### src/rtl/qdac_pkg.sv
package qdac_pkg;
  localparam int FRM_BITS  = 32;
  localparam int PAY_W     = 28;
  localparam int DAT_W     = 16;
  localparam int OP_HI     = 27;
  localparam int OP_LO     = 24;
  localparam int AD_HI     = 23;
  localparam int AD_LO     = 20;
  localparam int DT_HI     = 19;
  localparam int DT_LO     = 4;
  localparam int PM_HI     = 9;
  localparam int PM_LO     = 8;

  localparam logic [3:0] OP_WR_HOLD  = 4'h0;
  localparam logic [3:0] OP_XFER     = 4'h1;
  localparam logic [3:0] OP_WR_BCAST = 4'h2;
  localparam logic [3:0] OP_WR_OUT   = 4'h3;
  localparam logic [3:0] OP_PWR      = 4'h4;
  localparam logic [3:0] OP_CLRCODE  = 4'h5;
  localparam logic [3:0] OP_LDMASK   = 4'h6;
  localparam logic [3:0] OP_RESET    = 4'h7;
  localparam logic [3:0] OP_REFCTL   = 4'h8;
  localparam logic [3:0] ADDR_ALL    = 4'hF;
endpackage

### src/rtl/qdac_serial_rx.sv
module qdac_serial_rx
  import qdac_pkg::*;
#(
  parameter int SYNC_STAGES = 2
) (
  input  logic             clk,
  input  logic             rst_n,
  input  logic             fsel_n,
  input  logic             sclk,
  input  logic             sdi,
  output logic             frm_vld,
  output logic [PAY_W-1:0] frm_word
);
  localparam int CNT_W = $clog2(FRM_BITS + 1);
  localparam logic [CNT_W-1:0] LAST_BIT = CNT_W'(FRM_BITS - 1);

  logic [SYNC_STAGES-1:0] fsel_sr, sclk_sr, sdi_sr;
  logic                   fsel_d, sclk_d;
  logic                   fsel_s, sclk_s, sdi_s;
  logic                   fsel_fall, sclk_fall;
  logic                   armed_q, armed_n;
  logic [CNT_W-1:0]       cnt_q, cnt_n;
  logic [PAY_W-1:0]       shf_q, shf_n;
  logic                   vld_q, vld_n;

  assign fsel_s    = fsel_sr[SYNC_STAGES-1];
  assign sclk_s    = sclk_sr[SYNC_STAGES-1];
  assign sdi_s     = sdi_sr[SYNC_STAGES-1];
  assign fsel_fall = fsel_d & ~fsel_s;
  assign sclk_fall = sclk_d & ~sclk_s;

  always_ff @(posedge clk or negedge rst_n) begin
    if (!rst_n) begin
      fsel_sr <= '1;
      sclk_sr <= '0;
      sdi_sr  <= '0;
      fsel_d  <= 1'b1;
      sclk_d  <= 1'b0;
    end else begin
      fsel_sr <= {fsel_sr[SYNC_STAGES-2:0], fsel_n};
      sclk_sr <= {sclk_sr[SYNC_STAGES-2:0], sclk};
      sdi_sr  <= {sdi_sr[SYNC_STAGES-2:0], sdi};
      fsel_d  <= fsel_s;
      sclk_d  <= sclk_s;
    end
  end

  always_comb begin
    armed_n = armed_q;
    cnt_n   = cnt_q;
    shf_n   = shf_q;
    vld_n   = 1'b0;
    if (fsel_s) begin
      armed_n = 1'b0;
      cnt_n   = '0;
    end else if (fsel_fall) begin
      armed_n = 1'b1;
      cnt_n   = '0;
    end else if (armed_q && sclk_fall) begin
      shf_n = {shf_q[PAY_W-2:0], sdi_s};
      if (cnt_q == LAST_BIT) begin
        vld_n   = 1'b1;
        armed_n = 1'b0;
        cnt_n   = '0;
      end else begin
        cnt_n = cnt_q + 1'b1;
      end
    end
  end

  always_ff @(posedge clk or negedge rst_n) begin
    if (!rst_n) begin
      armed_q <= 1'b0;
      cnt_q   <= '0;
      shf_q   <= '0;
      vld_q   <= 1'b0;
    end else begin
      armed_q <= armed_n;
      cnt_q   <= cnt_n;
      shf_q   <= shf_n;
      vld_q   <= vld_n;
    end
  end

  assign frm_vld  = vld_q;
  assign frm_word = shf_q;
endmodule

### src/rtl/qdac_cmd_exec.sv
module qdac_cmd_exec
  import qdac_pkg::*;
#(
  parameter int NUM_CH = 4
) (
  input  logic                    clk,
  input  logic                    rst_n,
  input  logic                    frm_vld,
  input  logic [PAY_W-1:0]        frm_word,
  output logic [NUM_CH*DAT_W-1:0] dac_q,
  output logic [2*NUM_CH-1:0]     pd_q,
  output logic [1:0]              clr_q,
  output logic [NUM_CH-1:0]       ldac_q,
  output logic                    dcen_q,
  output logic                    ref_q
);
  logic [3:0]       op, addr;
  logic [DAT_W-1:0] data;
  logic [1:0]       pmode;
  logic [3:0]       flags;
  logic             addr_all, addr_ok, wr_hold, upd_all, rst_cmd;
  logic [1:0]       clr_n;
  logic [NUM_CH-1:0] ldac_n;
  logic             dcen_n, ref_n;

  assign op       = frm_word[OP_HI:OP_LO];
  assign addr     = frm_word[AD_HI:AD_LO];
  assign data     = frm_word[DT_HI:DT_LO];
  assign pmode    = frm_word[PM_HI:PM_LO];
  assign flags    = frm_word[3:0];
  assign addr_all = (addr == ADDR_ALL);
  assign addr_ok  = addr_all || (32'(addr) < NUM_CH);
  assign wr_hold  = frm_vld && addr_ok &&
                    (op == OP_WR_HOLD || op == OP_WR_BCAST || op == OP_WR_OUT);
  assign upd_all  = frm_vld && addr_ok && (op == OP_WR_BCAST);
  assign rst_cmd  = frm_vld && (op == OP_RESET);

  for (genvar ch = 0; ch < NUM_CH; ch++) begin : g_ch
    logic             hit;
    logic [DAT_W-1:0] hold_q, hold_n, out_q, out_n;
    logic [1:0]       pdm_q, pdm_n;

    assign hit = addr_ok && (addr_all || (32'(addr) == ch));

    always_comb begin
      hold_n = hold_q;
      out_n  = out_q;
      pdm_n  = pdm_q;
      if (rst_cmd) begin
        hold_n = '0;
        out_n  = '0;
        pdm_n  = '0;
      end else if (frm_vld) begin
        if (wr_hold && hit) hold_n = data;
        if (upd_all) out_n = hold_n;
        else if (hit && op == OP_XFER) out_n = hold_q;
        else if (hit && op == OP_WR_OUT) out_n = data;
        if (op == OP_PWR && flags[ch]) pdm_n = pmode;
      end
    end

    always_ff @(posedge clk or negedge rst_n) begin
      if (!rst_n) begin
        hold_q <= '0;
        out_q  <= '0;
        pdm_q  <= '0;
      end else begin
        hold_q <= hold_n;
        out_q  <= out_n;
        pdm_q  <= pdm_n;
      end
    end

    assign dac_q[ch*DAT_W +: DAT_W] = out_q;
    assign pd_q[2*ch +: 2]          = pdm_q;
  end

  always_comb begin
    clr_n  = clr_q;
    ldac_n = ldac_q;
    dcen_n = dcen_q;
    ref_n  = ref_q;
    if (rst_cmd) begin
      clr_n  = '0;
      ldac_n = '0;
      dcen_n = 1'b0;
      ref_n  = 1'b0;
    end else if (frm_vld) begin
      if (op == OP_CLRCODE) clr_n = flags[1:0];
      if (op == OP_LDMASK)  ldac_n = flags[NUM_CH-1:0];
      if (op == OP_REFCTL) begin
        dcen_n = flags[1];
        ref_n  = flags[0];
      end
    end
  end

  always_ff @(posedge clk or negedge rst_n) begin
    if (!rst_n) begin
      clr_q  <= '0;
      ldac_q <= '0;
      dcen_q <= 1'b0;
      ref_q  <= 1'b0;
    end else begin
      clr_q  <= clr_n;
      ldac_q <= ldac_n;
      dcen_q <= dcen_n;
      ref_q  <= ref_n;
    end
  end
endmodule

### src/rtl/qdac_cmd_decoder.sv
module qdac_cmd_decoder
  import qdac_pkg::*;
#(
  parameter int NUM_CH      = 4,
  parameter int SYNC_STAGES = 2
) (
  input  logic                    clk,
  input  logic                    rst_n,
  input  logic                    fsel_n,
  input  logic                    sclk,
  input  logic                    sdi,
  output logic [NUM_CH*DAT_W-1:0] dac_q,
  output logic [2*NUM_CH-1:0]     pd_q,
  output logic [1:0]              clr_q,
  output logic [NUM_CH-1:0]       ldac_q,
  output logic                    dcen_q,
  output logic                    ref_q
);
  logic [1:0]       rst_sr;
  logic             rst_ls;
  logic             frm_vld;
  logic [PAY_W-1:0] frm_word;

  always_ff @(posedge clk or negedge rst_n) begin
    if (!rst_n) rst_sr <= '0;
    else        rst_sr <= {rst_sr[0], 1'b1};
  end
  assign rst_ls = rst_sr[1];

  qdac_serial_rx #(.SYNC_STAGES(SYNC_STAGES)) u_rx (
    .clk      (clk),
    .rst_n    (rst_ls),
    .fsel_n   (fsel_n),
    .sclk     (sclk),
    .sdi      (sdi),
    .frm_vld  (frm_vld),
    .frm_word (frm_word)
  );

  qdac_cmd_exec #(.NUM_CH(NUM_CH)) u_exec (
    .clk      (clk),
    .rst_n    (rst_ls),
    .frm_vld  (frm_vld),
    .frm_word (frm_word),
    .dac_q    (dac_q),
    .pd_q     (pd_q),
    .clr_q    (clr_q),
    .ldac_q   (ldac_q),
    .dcen_q   (dcen_q),
    .ref_q    (ref_q)
  );
endmodule

### config.mk
export PLATFORM = sky130hd
export DESIGN_NAME = qdac_cmd_decoder
export DESIGN_NICKNAME = d
export VERILOG_FILES = /design/src/rtl/qdac_pkg.sv /design/src/rtl/qdac_serial_rx.sv /design/src/rtl/qdac_cmd_exec.sv /design/src/rtl/qdac_cmd_decoder.sv
export SDC_FILE = /design/constraint.sdc
export NUM_CORES = 1
export LEC_CHECK = 0
export BUFFER_PORTS_ARGS = -buffer_cell sky130_fd_sc_hd__buf_4
export CAP_MARGIN = 20
export CELL_PAD_IN_SITES_DETAIL_PLACEMENT = 0
export CELL_PAD_IN_SITES_GLOBAL_PLACEMENT = 1
export CORE_MARGIN = 3
export CORE_UTILIZATION = 30
export CTS_CLUSTER_DIAMETER = 80
export DETAILED_ROUTE_END_ITERATION = 6
export HOLD_SLACK_MARGIN = 0.05
export PLACE_DENSITY_LB_ADDON = 0.1
export SYNTH_ARGS = -nofsm -noshare
export SYNTH_HDL_FRONTEND = slang
export SYNTH_SLANG_ARGS = --single-unit
export TNS_END_PERCENT = 30
### constraint.sdc
create_clock -name clk -period 16.2 [get_ports clk]
set_input_delay 2.43 -clock clk [delete_from_list [all_inputs] [get_ports clk]]
set_output_delay 2.43 -clock clk [all_outputs]
set_load 0.05 [all_outputs]
==> run_results.csv <==
group,metric,value,unit
global_route,antenna_found_initial,0,
synth,synth_nets,828,
cts,cts.sinks,190,
cells_and_area,final_nets,878,
min_path,hp-start,"u_rx.sdi_sr[0]",
pwr,power_density,91.8,nW/um2
global_route,grt.overflow.total,0,
synth,synth_area_leaders,"dfrtp_1, mux2i_1, nand2_1",
synth,synth_edf_count,0,
cells_and_area,fillers,2885,
cts,post_cts_buffers,0,
min_path,whs_endpoint,"u_rx.sdi_sr[1]",
synth,ys_seq_elements,190,
critical_path,worst-endpoint-arrival,1.04,ns
critical_path,slowest_delay,0.41,ns
job,drv_cap,0,
timing,period_share,0.214,
routing,detail-route-antenna-nets,0,
floorplanning,core_area,28800,um2
routing,routed_wl,25900,um
critical_path,path_max_fanout,2,
global_route,grt_pass1_vias,6711,
cells_and_area,antenna_cells,0,
floorplanning,die_h,177,um
critical_path,cp_num_buf_inv,1,
timing,finalHoldViolations,0,
synth,synthCells,822,
cts,ctsResizeCount,0,
critical_path,crit_chain,"buf_4",
timing,slew-limit-headroom,0.344,
critical_path,r2r_end,"u_exec.g_ch[3].out_q[3]",
critical_path,worstPathRequired,13.77,ns
routing,drc,0,
cts,clk-insertion-delay-late,0.43,ns
synth,synth.avg_cell_area,10.7,um2
placed_design,numPortBuffers,84,
timing,slew_violations,0,
critical_path,r2r_cells,5,
cells_and_area,drive_above_1_share,0.210,
floorplanning,placementRows,62,
global_route,grt_usage,0.168,
cts,cts_max_level,4,
routing,vias_per_cell,5.20,
timing,finClkSkew,0.0110,ns
synth,synth.top_cell.area_share,0.532,
cts,numCtsBuffers,17,
timing,fmax,288,MHz
cts,postCtsHoldBufs,0,
floorplanning,start_util,0.306,
routing,detail_route.wl_per_cell,20.4,um
cts,root_buffer,"clkbuf_16",
pwr,ir_drop,0.0614,mV
synth,synthFlopType,"dfrtp_1",
timing,rsz0062_at_grt,"no",
min_path,hp-class,"flop to flop",
floorplanning,die-area,31400,um2
min_path,holdPathStages,0,
critical_path,timing.rr.start,"u_rx.frm_vld",
synth,synthArstFlopShare,1.00,
cts,clock_path_buffers,2,
critical_path,rrSetupSlack,12.94,ns
synth,synth_area,8800,um2
global_route,grt_pass1_wl,40900,um
timing,fin_setup_tns,0,ns
synth,yosysWarnings,0,
critical_path,crit_type,"flop to output port",
critical_path,cp_top_family,"flip-flops",
synth,ys_top_cells_by_count,"dfrtp_1, nand2_1, mux2i_1",
synth,synth.most_common_cell,"dfrtp_1",
synth,ys_seq_area_frac,0.541,
floorplanning,die_width,177,um
cells_and_area,multi_input_area,3670,um2
critical_path,cp_slowest_cell,"dfrtp_1",
timing,fin_hold_ws,0.351,ns
synth,synth_cell_types,71,
critical_path,cp-end-kind,"output port",
cts,cts_tree,"yes",
outcome,status,"complete, no violations",
cells_and_area,syn_to_final_growth,17.3,%
timing,post-route-min-period,3.47,ns
placed_design,gp_congestion,0.787,
timing,finalSetupViolCount,0,
critical_path,crit_path_start_kind,"flop",
placed_design,dp_hpwl,17100,um
floorplanning,ios,85,
synth,synth_largest_area_cell,"dfrtp_1",
pwr,p_leak,0.00520,uW
cts,cts.clk_slew.worst_paths,0.07,ns
routing,drt_iter0_drc,324,
timing,worst_slew_pin_slew,0.981,ns
cells_and_area,area.sequential,4760,um2
routing,num_vias,6605,
global_route,grt_start_max_net_pins,77,
routing,first_pass_iters,5,
flip-flops by register name, indices dropped and copies added, names as in the netlist, 2 cells and up:
signal and cells:
u_exec.clr_q 2, u_exec.g_ch.hold_q 64, u_rx.fsel_sr 2, u_exec.g_ch.pdm_q 8, rst_sr 2, u_rx.sdi_sr 2, u_exec.g_ch.out_q 64, u_rx.frm_word 28
u_rx.sclk_sr 2, u_rx.cnt_q 6, u_exec.ldac_q 4
where the power goes:
part           switching (uW)  internal (uW)
logic                    9.30           3.90
clock network             191            261
registers                5.60            477
total                     206            742
how the worst max path moves through the flow:
stage | start | to | slack, ns | depth (start not counted)
finish | u_exec.g_ch[2].out_q[0] | dac_q[32] | 12.73 | 1
global route | u_exec.ldac_q[0] | ldac_q[0] | 12.69 | 1
CTS | u_exec.g_ch[2].out_q[0] | dac_q[32] | 12.71 | 1
detailed placement | u_rx.frm_vld | u_exec.g_ch[3].out_q[3] | 12.84 | 5
global placement | u_rx.frm_vld | u_exec.g_ch[3].out_q[11] | 12.95 | 5
floorplan | rst_sr[1] | u_exec.clr_q[0] | 10.52 | 0
cell type report:
class | instances | area share
Multi-Input combinational cell | 556 | 0.356
Clock buffer | 20 | 0.0423
Sequential cell | 190 | 0.461
Clock inverter | 12 | 0.0177
Tap cell | 384 | 0.0465
Inverter | 11 | 0.00400
Timing Repair Buffer | 96 | 0.0725
per-layer routing:
metal  global-route usage  wire [um]  up-vias
li1                     -          -     3053
met4               0.0471        383        0
met3               0.0250        934       24
met1                0.237      12300     3385
met5                    0          0        -
met2                0.271      12300      143
through the flow:
| step | setup WS [ns] | power, uW | instances | area, um2 | utilization |
|---|---|---|---|---|---|
| after CTS | 12.71 | 961 | 1267 | 10300 | 0.357 |
| after floorplan | 10.52 | 498 | 822 | 8800 | - |
| after global routing | 12.69 | 985 | 1269 | 10300 | 0.359 |
| after global placement | 12.95 | 505 | 1235 | 9660 | 0.336 |
| final | 12.73 | 947 | 1269 | 10300 | 0.359 |
| after detailed placement | 12.84 | 505 | 1235 | 9660 | 0.336 |
cell usage in the layout, fill, tap and decap left out, types with 3 or more instances in the layout:
master	synthesis	routed
dfrtp_1	187	186
nand2_1	118	118
buf_4	8	94
mux2i_1	53	53
nand3_1	50	50
o21ai_0	37	37
nor2_1	29	29
mux2_2	28	28
o22ai_1	20	20
o2bb2ai_1	18	18
a211oi_1	18	18
and3_1	17	17
a21oi_1	17	17
clkbuf_16	0	17
a22o_1	16	16
nor3_1	14	14
inv_1	11	11
a2bb2oi_1	10	10
o21ai_1	9	9
a32o_1	9	9
nand2b_1	8	8
or2_1	9	8
a221oi_1	8	8
a21o_1	8	8
or2_2	6	7
bufinv_16	0	4
inv_6	0	4
o211ai_2	3	3
nand2_2	3	3
o211ai_1	3	3
nor3b_1	3	3
clkbuf_1	27	3
clkinvlp_4	0	3
dfstp_2	3	3
cells by family (layout without fill, tap and decap cells):
family / Yosys count / after routing / share of synthesized area
AO/OA/AOI/OAI: 191 / 191 / 0.158
XOR/XNOR: 2 / 2 / 0.00199
adder cells (fa/ha/maj): 1 / 1 / 0.00142
buffers and inverters: 76 / 139 / 0.0421
other: 1 / 1 / 0.000426
AND/OR/NAND/NOR: 280 / 280 / 0.160
multiplexers: 81 / 81 / 0.0961
flip-flops: 190 / 190 / 0.541
(Power assumes the default switching activity.)
